<file path="config.mk">
export PLATFORM = sky130hd
export DESIGN_NAME = sar_serial_reader
export DESIGN_NICKNAME = d
export VERILOG_FILES = /design/src/rtl/sar_rd_pkg.sv /design/src/rtl/sar_sclk_gen.sv /design/src/rtl/sar_frame_seq.sv /design/src/rtl/sar_shift_capture.sv /design/src/rtl/sar_serial_reader.sv
export SDC_FILE = /design/constraint.sdc
export NUM_CORES = 1
export LEC_CHECK = 0
export ABC_AREA = 1
export BUFFER_PORTS_ARGS = -buffer_cell sky130_fd_sc_hd__buf_2
export CORE_MARGIN = 4
export CORE_UTILIZATION = 35
export DETAILED_ROUTE_END_ITERATION = 10
export GPL_TIMING_DRIVEN = 1
export PLACE_DENSITY = 0.51
export SYNTH_ARGS = -nofsm -noshare
export SYNTH_HDL_FRONTEND = slang
export SYNTH_HIERARCHICAL = 1
export SYNTH_SLANG_ARGS = --single-unit
</file>
<file path="constraint.sdc">
create_clock -name clk -period 5.6 [get_ports clk]
set_input_delay 0.56 -clock clk [delete_from_list [all_inputs] [get_ports clk]]
set_output_delay 0.56 -clock clk [all_outputs]
set_load 0.03 [all_outputs]
</file>
<file path="src/rtl/sar_rd_pkg.sv">
package sar_rd_pkg;
   typedef enum logic [1:0] {
      SEQ_IDLE  = 2'd0,
      SEQ_FRAME = 2'd1,
      SEQ_GAP   = 2'd2
   } seq_state_e;

   typedef enum logic [1:0] {
      FR_NORMAL = 2'd0,
      FR_SLEEP  = 2'd1,
      FR_WAKE   = 2'd2
   } frame_kind_e;
endpackage

</file>
<file path="src/rtl/sar_sclk_gen.sv">
module sar_sclk_gen #(
   parameter int CLK_DIV = 5
) (
   input  logic clk,
   input  logic rst_n,
   input  logic run_i,
   input  logic halt_i,
   output logic sclk_o,
   output logic fall_o
);
   logic sclk_q;
   logic tick;

   if (CLK_DIV < 1) begin : g_bad_div
      $error("CLK_DIV must be at least 1");
   end

   if (CLK_DIV == 1) begin : g_div1
      assign tick = run_i;
   end else begin : g_divn
      localparam int HW = $clog2(CLK_DIV);
      logic [HW-1:0] hcnt;
      assign tick = run_i && (hcnt == HW'(CLK_DIV - 1));
      always_ff @(posedge clk or negedge rst_n) begin
         if (!rst_n) begin
            hcnt <= '0;
         end else if (!run_i || halt_i || tick) begin
            hcnt <= '0;
         end else begin
            hcnt <= hcnt + 1'b1;
         end
      end
   end

   always_ff @(posedge clk or negedge rst_n) begin
      if (!rst_n) begin
         sclk_q <= 1'b1;
      end else if (!run_i || halt_i) begin
         sclk_q <= 1'b1;
      end else if (tick) begin
         sclk_q <= ~sclk_q;
      end
   end

   assign fall_o = tick && sclk_q;
   assign sclk_o = sclk_q;


   sclk_idle_chk: assert property (@(posedge clk) disable iff (!rst_n)
      !run_i |=> sclk_o);
endmodule

</file>
<file path="src/rtl/sar_frame_seq.sv">
module sar_frame_seq
   import sar_rd_pkg::*;
#(
   parameter int FRAME_CYC   = 20,
   parameter int SLEEP_EDGES = 4,
   parameter int GAP_CYC     = 2,
   localparam int CW = $clog2(FRAME_CYC + 1),
   localparam int GW = $clog2(GAP_CYC + 1)
) (
   input  logic          clk,
   input  logic          rst_n,
   input  logic          start_i,
   input  logic          sleep_req_i,
   input  logic          fall_i,
   output logic          cs_n_o,
   output logic          halt_o,
   output logic          publish_o,
   output logic          busy_o,
   output logic [CW-1:0] edge_cnt_o
);
   seq_state_e    state;
   frame_kind_e   kind;
   logic          cs_n_q;
   logic          asleep;
   logic [CW-1:0] fcnt;
   logic [GW-1:0] gcnt;
   logic [CW-1:0] limit;
   logic          halt;
   logic          accept;

   assign limit  = (kind == FR_SLEEP) ? CW'(SLEEP_EDGES) : CW'(FRAME_CYC);
   assign halt   = (state == SEQ_FRAME) && fall_i && (fcnt == limit);
   assign accept = start_i && !(sleep_req_i && asleep);

   always_ff @(posedge clk or negedge rst_n) begin
      if (!rst_n) begin
         state  <= SEQ_IDLE;
         kind   <= FR_NORMAL;
         cs_n_q <= 1'b1;
         asleep <= 1'b0;
         fcnt   <= '0;
         gcnt   <= '0;
      end else begin
         case (state)
            SEQ_IDLE: begin
               if (accept) begin
                  state  <= SEQ_FRAME;
                  cs_n_q <= 1'b0;
                  fcnt   <= '0;
                  if (sleep_req_i)  kind <= FR_SLEEP;
                  else if (asleep)  kind <= FR_WAKE;
                  else              kind <= FR_NORMAL;
               end
            end
            SEQ_FRAME: begin
               if (halt) begin
                  cs_n_q <= 1'b1;
                  state  <= SEQ_GAP;
                  gcnt   <= '0;
                  if (kind == FR_SLEEP) asleep <= 1'b1;
                  if (kind == FR_WAKE)  asleep <= 1'b0;
               end else if (fall_i) begin
                  fcnt <= fcnt + 1'b1;
               end
            end
            SEQ_GAP: begin
               if (gcnt == GW'(GAP_CYC - 1)) begin
                  if (kind == FR_WAKE) begin
                     kind   <= FR_NORMAL;
                     state  <= SEQ_FRAME;
                     cs_n_q <= 1'b0;
                     fcnt   <= '0;
                  end else begin
                     state <= SEQ_IDLE;
                  end
               end else begin
                  gcnt <= gcnt + 1'b1;
               end
            end
            default: state <= SEQ_IDLE;
         endcase
      end
   end

   assign cs_n_o     = cs_n_q;
   assign halt_o     = halt;
   assign publish_o  = halt && (kind == FR_NORMAL);
   assign busy_o     = (state != SEQ_IDLE);
   assign edge_cnt_o = fcnt;


   edge_bound_chk: assert property (@(posedge clk) disable iff (!rst_n)
      fall_i |-> (fcnt <= CW'(FRAME_CYC)));

   sleep_edges_chk: assert property (@(posedge clk) disable iff (!rst_n)
      (state == SEQ_FRAME && kind == FR_SLEEP && fall_i) |-> (fcnt <= CW'(SLEEP_EDGES)));

   sleep_ignore_chk: assert property (@(posedge clk) disable iff (!rst_n)
      (state == SEQ_IDLE && asleep && start_i && sleep_req_i) |=> !busy_o);
endmodule

</file>
<file path="src/rtl/sar_shift_capture.sv">
module sar_shift_capture #(
   parameter int WORD_W     = 8,
   parameter int LEAD_ZEROS = 3,
   parameter int CW         = 5
) (
   input  logic              clk,
   input  logic              rst_n,
   input  logic              fall_i,
   input  logic [CW-1:0]     edge_cnt_i,
   input  logic              sdata_i,
   input  logic              publish_i,
   output logic [WORD_W-1:0] sample_o,
   output logic              valid_o
);
   localparam int FIRST = LEAD_ZEROS;
   localparam int LAST  = LEAD_ZEROS + WORD_W - 1;

   logic [WORD_W-1:0] sreg;
   logic              in_window;

   assign in_window = (edge_cnt_i >= CW'(FIRST)) && (edge_cnt_i <= CW'(LAST));

   always_ff @(posedge clk or negedge rst_n) begin
      if (!rst_n) begin
         sreg <= '0;
      end else if (fall_i && in_window) begin
         sreg <= {sreg[WORD_W-2:0], sdata_i};
      end
   end

   always_ff @(posedge clk or negedge rst_n) begin
      if (!rst_n) begin
         sample_o <= '0;
         valid_o  <= 1'b0;
      end else begin
         valid_o <= publish_i;
         if (publish_i) sample_o <= sreg;
      end
   end


   valid_pulse_chk: assert property (@(posedge clk) disable iff (!rst_n)
      valid_o |=> !valid_o);

   sample_hold_chk: assert property (@(posedge clk) disable iff (!rst_n)
      !valid_o |-> $stable(sample_o));
endmodule

</file>
<file path="src/rtl/sar_serial_reader.sv">
module sar_serial_reader #(
   parameter int CLK_DIV     = 5,
   parameter int FRAME_CYC   = 20,
   parameter int SLEEP_EDGES = 4,
   parameter int GAP_CYC     = 2,
   parameter int WORD_W      = 8,
   parameter int LEAD_ZEROS  = 3,
   parameter int SYS_PS      = 5000,
   parameter int ACQ_PS      = 350000
) (
   input  logic              clk,
   input  logic              rst_n,
   input  logic              start_i,
   input  logic              sleep_req_i,
   input  logic              sdata_i,
   output logic              sclk_o,
   output logic              cs_n_o,
   output logic              busy_o,
   output logic [WORD_W-1:0] sample_o,
   output logic              valid_o
);
   localparam int  CW       = $clog2(FRAME_CYC + 1);
   localparam int  TRACK_HALVES = 2 * (FRAME_CYC - 13) + 1;
   localparam longint GAP_PS = longint'(TRACK_HALVES * CLK_DIV + GAP_CYC) * longint'(SYS_PS);

   if (FRAME_CYC < 16) begin : g_bad_frame
      $error("FRAME_CYC must be at least 16");
   end
   if (SLEEP_EDGES < 2 || SLEEP_EDGES > 9) begin : g_bad_sleep
      $error("SLEEP_EDGES must lie between 2 and 9");
   end
   if (GAP_CYC < 1) begin : g_bad_gap
      $error("GAP_CYC must be at least 1");
   end
   if (LEAD_ZEROS + WORD_W > FRAME_CYC) begin : g_bad_word
      $error("word does not fit in the frame");
   end

   if (GAP_PS < longint'(ACQ_PS)) begin : g_bad_acq
      $error("acquisition gap after the track point is too short");
   end

   logic          fall;
   logic          halt;
   logic          publish;
   logic [CW-1:0] edge_cnt;
   logic          cs_n;

   sar_frame_seq #(
      .FRAME_CYC  (FRAME_CYC),
      .SLEEP_EDGES(SLEEP_EDGES),
      .GAP_CYC    (GAP_CYC)
   ) u_seq (
      .clk        (clk),
      .rst_n      (rst_n),
      .start_i    (start_i),
      .sleep_req_i(sleep_req_i),
      .fall_i     (fall),
      .cs_n_o     (cs_n),
      .halt_o     (halt),
      .publish_o  (publish),
      .busy_o     (busy_o),
      .edge_cnt_o (edge_cnt)
   );

   sar_sclk_gen #(
      .CLK_DIV(CLK_DIV)
   ) u_sclk (
      .clk   (clk),
      .rst_n (rst_n),
      .run_i (!cs_n),
      .halt_i(halt),
      .sclk_o(sclk_o),
      .fall_o(fall)
   );

   sar_shift_capture #(
      .WORD_W    (WORD_W),
      .LEAD_ZEROS(LEAD_ZEROS),
      .CW        (CW)
   ) u_cap (
      .clk       (clk),
      .rst_n     (rst_n),
      .fall_i    (fall),
      .edge_cnt_i(edge_cnt),
      .sdata_i   (sdata_i),
      .publish_i (publish),
      .sample_o  (sample_o),
      .valid_o   (valid_o)
   );

   assign cs_n_o = cs_n;


   cs_fall_hi_chk: assert property (@(posedge clk) disable iff (!rst_n)
      $fell(cs_n_o) |-> sclk_o);

   cs_busy_chk: assert property (@(posedge clk) disable iff (!rst_n)
      (!cs_n_o && !halt) |=> busy_o);
endmodule

</file>
==> flow_summary.json, run 1 <==
{
  "status": "finished clean",
  "diodes": 0,
  "die_h_um": 79.8,
  "critPathLaunchType": "flip-flop",
  "max-vdd-ir-drop_mv": 0.132,
  "p_clk_share_pct": 46.6,
  "cts_hold_buf": 0,
  "critPathMaxFanout": 13,
  "globalRouteOverflowTotal": 0,
  "synth_top_area_share_pct": 44.4,
  "async_reset_ff_share_pct": 100,
  "syn_area_per_cell_sq_um": 9.20,
  "dpl.hpwl_um": 2300,
  "core_sq_um": 4850,
  "p_seq_share_pct": 52.0,
  "synthFlopType": "dfrtp_1",
  "io_pins": 17,
  "start_util_pct": 37.2,
  "rsz0062_at_grt": "false",
  "netlist_area_sq_um": 1800,
  "cts_tree": "built",
  "netlist-cell-type-count": 26,
  "cp.required_ps": 5760,
  "intPower_uw": 378,
  "nNetsFinal": 229,
  "max_slew_margin_pct": 47.8,
  "drt_iter0_markers": 36,
  "swShare_pct": 20.0,
  "drt_drc_violations_left": 0,
  "yosys_warnings": 6,
  "tns_ps": 0,
  "wl_um": 3150,
  "yosys_register_bits": 34,
  "grt_pass1_wl_um": 5910,
  "ctsRootBufferMaster": "clkbuf_8",
  "worst_slew_pin_slew_ps": 781,
  "ys_top_cells_by_area": "dfrtp_1 (44%), nand2_1 (11%), ha_1 (5.6%)",
  "synth.net_count": 209,
  "cts_buffer_depth": 2,
  "skew_ps": 6.38,
  "numCtsBuffers": 5,
  "htree_levels": 2,
  "layout_min_cycle_time_ps": 2440,
  "die_x_um": 79.8,
  "synth_edf_count": 0,
  "grt_pass1_vias": 1273,
  "via_per_inst": 4.49,
  "r2r_start": "u_sclk/g_divn.hcnt[0]",
  "yosysTopAreaCell": "dfrtp_1",
  "p_leak_nw": 1.11,
  "routabilityCongestion": 0.744,
  "drtPass1Iterations": 4,
  "worstRegToRegCells": 9,
  "cts.clk_slew.worst_paths_ps": 70,
  "placed_area_sq_um": 1950,
  "finalSetupViolations": 0,
  "reg2reg_slack_ps": 3160,
  "io_buffers": 16,
  "power.switching_uw": 94.4,
  "grt_max_degree": 35,
  "post-cts-setup-buffers": 0,
  "synthTopCellsByCount": "nand2_1 (54), dfrtp_1 (32), inv_1 (23), nor2_1 (14), nand3_1 (13)",
  "clock_sinks": 34,
  "yosysMostFrequentCell": "nand2_1",
  "wl_per_cell_um": 11.1,
  "critical_path_arrival_ps": 2600,
  "track_usage_pct": 11.9,
  "r2r_end": "u_cap/sample_o[5]",
  "seq_area_frac_synth_pct": 47.3,
  "combPwrFrac_pct": 1.4,
  "hold_viol_final": 0,
  "ant_nets": 0,
  "die_area_sq_um": 6360,
  "crit_path_end_kind": "flip-flop",
  "syn_inst": 196,
  "worstSetupPathType": "flip-flop to flip-flop",
  "cts-resized-gates": 0,
  "setup_ws_ps": 3160,
  "finalInstanceArea_sq_um": 2050,
  "fin_crit_sh_pct": 43.5,
  "clkLatencyLatePin_ps": 280,
  "finalMaxSlewViolations": 0,
  "drv_cap": 0,
  "p_per_area_nw_per_um2": 230,
  "antenna_found_initial": 0,
  "vias": 1276,
  "drive_gt1_share_pct": 26.3,
  "rows": 25,
  "min_path_type": "primary input to async pin",
  "clock.fmax_ghz": 0.410,
  "place_worst_setup_slack_ps": 3120,
  "syn_to_final_growth_pct": 13.9
}
## final cells by class
type                            count  area (sq um)
Fill cell                         497          2790
Sequential cell                    34           853
Multi-Input combinational cell    132           827
Inverter                           27           101
Tap cell                           67          83.8
Timing Repair Buffer               16          80.1
Clock buffer                        5          68.8
Clock inverter                      3          40.0
## critical path, stage by stage (launching register included)
cell and delay, ps:
dfrtp_1 390, inv_1 60, ha_1 150, nand2_2 70
nor3b_2 180, inv_1 110, nor2_4 130, nand3b_4 180
nor2_1 640, mux2_2 410
## state kept, by name, summed over array words and instances, names as in the netlist
name                cells
u_cap/sample_o          8
u_cap/sreg              8
u_seq/edge_cnt_o        5
u_sclk/g_divn.hcnt      3
u_seq/gcnt              2
u_seq/kind              2
u_seq/state             2
u_cap/valid_o           1
u_sclk/sclk_o           1
u_seq/asleep            1
u_seq/cs_n_o            1
## stage by stage
step	power, mW	cells	util (%)	hold slack (ps)
floorplan	0.251	196	-	264
global placement	0.257	276	40.1	448
detailed placement	0.257	276	40.1	452
CTS	0.482	284	42.4	380
global route	0.495	284	42.4	412
finish	0.472	284	42.4	354
## worst max-delay path by stage
| stage | start | endpoint | slack, ps | depth (start not counted) |
|---|---|---|---|---|
| 2_1_floorplan | u_sclk/sclk_o | u_cap/sample_o[0] | 3500 | 9 |
| 3_3_place_gp | u_sclk/g_divn.hcnt[0] | u_cap/sample_o[0] | 3140 | 9 |
| 3_5_place_dp | u_sclk/g_divn.hcnt[0] | u_cap/sample_o[5] | 3120 | 9 |
| 4_1_cts | u_sclk/g_divn.hcnt[0] | u_cap/sample_o[5] | 3090 | 9 |
| 5_1_grt | u_sclk/g_divn.hcnt[0] | u_cap/sample_o[6] | 2900 | 9 |
| 6_report | u_sclk/g_divn.hcnt[0] | u_cap/sample_o[5] | 3160 | 9 |
## routing by layer
metal / share of wire, % / vias to the layer above / track usage, % / wire length, um
met5: 0 / - / 0 / 0
met4: 0.92 / 0 / 4.56 / 29
met3: 4.2 / 2 / 3.61 / 132
met2: 48 / 20 / 18.9 / 1510
met1: 47 / 590 / 15.1 / 1490
li1: - / 664 / - / -
## cell families (layout without fill, tap and decap cells)
family | after synthesis | after routing | share of synthesized area, %
multiplexers | 8 | 8 | 5.00
flip-flops | 34 | 34 | 47.3
XOR/XNOR | 1 | 1 | 0.486
adder cells (fa/ha/maj) | 8 | 8 | 5.55
AND/OR/NAND/NOR | 111 | 111 | 33.5
buffers and inverters | 30 | 51 | 6.80
AO/OA/AOI/OAI | 4 | 4 | 1.32
## power by group through the flow
stage	combinational, mW	clock (mW)	sequential [mW]
after floorplan	0.000419	0	0.250
after detailed placement	0.00714	0	0.250
after CTS	0.00715	0.230	0.245
after global placement	0.00708	0	0.250
after global routing	0.00810	0.242	0.245
final	0.00655	0.220	0.246
## cells in the final DEF, fill, tap and decap left out
master / n
nor2_1: 14
o21ai_0: 3
nand4_1: 11
nor2_8: 1
nand3b_4: 1
ha_1: 8
nand3b_1: 1
nand3_4: 2
nand3_1: 13
nand2_4: 3
dfrtp_1: 32
inv_2: 4
xnor2_1: 1
bufinv_16: 1
inv_1: 23
nand2_1: 54
nand3b_2: 1
nor2_2: 1
nand3_2: 1
clkbuf_8: 5
nor2_4: 3
nand2_2: 4
o21ai_2: 1
nor3b_2: 1
mux2_2: 8
buf_2: 16
clkinv_2: 2
dfstp_2: 2
No activity file was read; power rests on OpenSTA's default activity.
==> run 2, diff against run 1 <==
Settings changed: ABC_AREA 1 to 0, PLACE_DENSITY 0.51 to 0.53.
Clock period 5.6 ns to 2.1 ns, I/O delays scaled along.
==> run 2 against run 1 <==
Effect of this change: largest power group unchanged; via count shrank 16%; clock skew fell by 3.4 ps; largest cell class unchanged; setup slack got worse by 3100 ps; synthesized cell count down 31%; highest routed layer unchanged; critical path type unchanged; fmax is 22% higher; the flow now finishes with violations (hold timing).
==> flow_summary.json, run 2 <==
{
  "status": "complete, but fails checks",
  "violations": "hold timing",
  "rows": 24,
  "yosys_warnings": 6,
  "wl_um": 2860,
  "clkLatencyLatePin_ps": 290,
  "clock_sinks": 34,
  "p_seq_share_pct": 55.6,
  "globalRouteOverflowTotal": 0,
  "synthFlopType": "dfrtp_1",
  "ys_top_cells_by_area": "dfrtp_1 (49%), mux2_2 (11%), ha_1 (6.1%)",
  "holdWs_ps": -10.1,
  "synth_edf_count": 0,
  "cts.clk_slew.worst_paths_ps": 70,
  "core_sq_um": 4440,
  "synthTopCellsByCount": "dfrtp_1 (32), mux2_2 (16), inv_1 (11), ha_1 (8), nand2_1 (8)",
  "routabilityCongestion": 0.765,
  "fin_crit_sh_pct": 94.9,
  "vias": 1071,
  "p_leak_nw": 0.958,
  "critical_path_arrival_ps": 2170,
  "ctsRootBufferMaster": "clkbuf_8",
  "slowest_stage": "or3b_4",
  "via_per_inst": 4.98,
  "htree_levels": 2,
  "cp.required_ps": 2270,
  "clock.fmax_ghz": 0.502,
  "intPower_uw": 921,
  "skew_ps": 2.95,
  "netlist_area_sq_um": 1630,
  "synth.net_count": 148,
  "place_worst_setup_slack_ps": 16.8,
  "ant_nets": 0,
  "max_slew_margin_pct": 49.9,
  "io_pins": 17,
  "die_area_sq_um": 5810,
  "netlist-cell-type-count": 44,
  "drt_drc_violations_left": 0,
  "syn_to_final_growth_pct": 19.0,
  "cts_buffer_depth": 2,
  "grt_pass1_wl_um": 4950,
  "numCtsBuffers": 5,
  "yosys_register_bits": 34,
  "die_h_um": 76.2,
  "swShare_pct": 21.8,
  "p_per_area_nw_per_um2": 607,
  "drtPass1Iterations": 2,
  "combPwrFrac_pct": 1.5,
  "final_cell_mix": "dfrtp_1 (32), buf_2 (16), mux2_2 (16), inv_1 (11)",
  "drv_cap": 0,
  "yosysMostFrequentCell": "dfrtp_1",
  "start_util_pct": 36.7,
  "diodes": 0,
  "cts_tree": "built",
  "max-vdd-ir-drop_mv": 0.279,
  "crit_path_end_kind": "flip-flop",
  "critPathMaxFanout": 8,
  "finalMaxSlewViolations": 0,
  "finalSetupViolations": 0,
  "layout_commonest_cell": "dfrtp_1",
  "worstPathCellList": "inv_1 -> ha_1 -> nand2_1 -> nor2_2 -> or3b_4 -> mux2i_4 -> buf_12 -> mux2_2",
  "seq_area_frac_synth_pct": 52.4,
  "wl_per_cell_um": 13.3,
  "setup_ws_ps": 107,
  "layout_min_cycle_time_ps": 1990,
  "slowest_delay_ps": 400,
  "power.switching_uw": 257,
  "io_buffers": 16,
  "nNetsFinal": 175,
  "async_reset_ff_share_pct": 100,
  "hold_viol_final": 32,
  "worstSetupPathType": "flip-flop to flip-flop",
  "drive_gt1_share_pct": 38.7,
  "syn_area_per_cell_sq_um": 12.1,
  "track_usage_pct": 10.8,
  "grt_pass1_vias": 1099,
  "die_x_um": 76.2,
  "yosysTopAreaCell": "dfrtp_1",
  "p_clk_share_pct": 42.9,
  "synth_top_area_share_pct": 49.2,
  "drt_iter0_markers": 43,
  "syn_inst": 135,
  "antenna_found_initial": 0,
  "worst_slew_pin_slew_ps": 751,
  "critPathLaunchType": "flip-flop",
  "grt_max_degree": 35,
  "min_path_type": "primary input to async pin",
  "dpl.hpwl_um": 2060,
  "cts_hold_buf": 0
}
run 2: logic make-up after synthesis:
group | Yosys count | share of synthesized area (%)
simple gates | 39 | 14.8
flops | 34 | 52.4
xor+xnor | 1 | 0.538
buf+inv | 14 | 3.92
mux | 19 | 13.7
fa+ha+maj | 8 | 6.14
compound gates | 20 | 8.53
run 2: worst paths after layout:
check	endpoint	start	slack, ps	cells after the start
setup / recovery	u_cap/sreg[5]	u_sclk/g_divn.hcnt[0]	110	8
hold / removal	u_seq/edge_cnt_o[1]	rst_n	-10	1
setup reg to reg	u_cap/sreg[5]	u_sclk/g_divn.hcnt[0]	110	8
hold reg to reg	u_seq/cs_n_o	u_seq/cs_n_o	490	2
max in group asynchronous	u_cap/sreg[4]	rst_n	1640	1
min in group clk	u_seq/kind[1]	sleep_req_i	130	2
run 2: what timing repair did:
item                                    in CTS  in global routing
gates resized for setup                      0                  4
pin swaps                                    0                  1
buffers inserted                             1                  1
endpoints found under the setup margin       1                 21
run 2: metal layers:
| layer | part of all wire, % | wire length [um] | global-route usage [%] |
|---|---|---|---|
| met2 | 49 | 1410 | 17.9 |
| met1 | 45 | 1290 | 12.0 |
| met3 | 3.6 | 103 | 4.37 |
| met4 | 1.9 | 54 | 4.89 |
| met5 | 0 | 0 | 0 |
run 2: layout make-up:
class | instances | area (sq um)
fill | 424 | 2500
sequential | 34 | 853
multi-input combinational | 87 | 727
timing repair buffer | 23 | 158
clock buffer | 6 | 82.6
tap | 52 | 65.1
inverter | 11 | 41.3
clock inverter | 2 | 12.5
run 2: power groups by stage:
stage,logic [mW],registers (mW),clock network (mW)
final,0.0175,0.655,0.506
after global routing,0.0216,0.654,0.561
after CTS,0.0192,0.655,0.525
after detailed placement,0.0192,0.667,0
after global placement,0.0183,0.667,0
after floorplan,0.00116,0.667,0
run 2: stage by stage:
step / instances / total power [mW] / setup TNS (ps) / area [sq um] / utilization [%]
CTS: 214 / 1.20 / 0 / 1920 / 43.1
global route: 215 / 1.24 / -10.3 / 1940 / 43.6
detailed placement: 205 / 0.686 / 0 / 1800 / 40.5
finish: 215 / 1.18 / 0 / 1940 / 43.6
floorplan: 135 / 0.668 / 0 / 1630 / -
global placement: 205 / 0.685 / 0 / 1800 / 40.5
run 2: critical path: cells and delay by family (launching register included):
kind	cells	cell delay [ps]
DFF	1	390
buffers and inverters	2	210
muxes	2	490
and+or+nand+nor	3	630
adders and majority gates	1	160
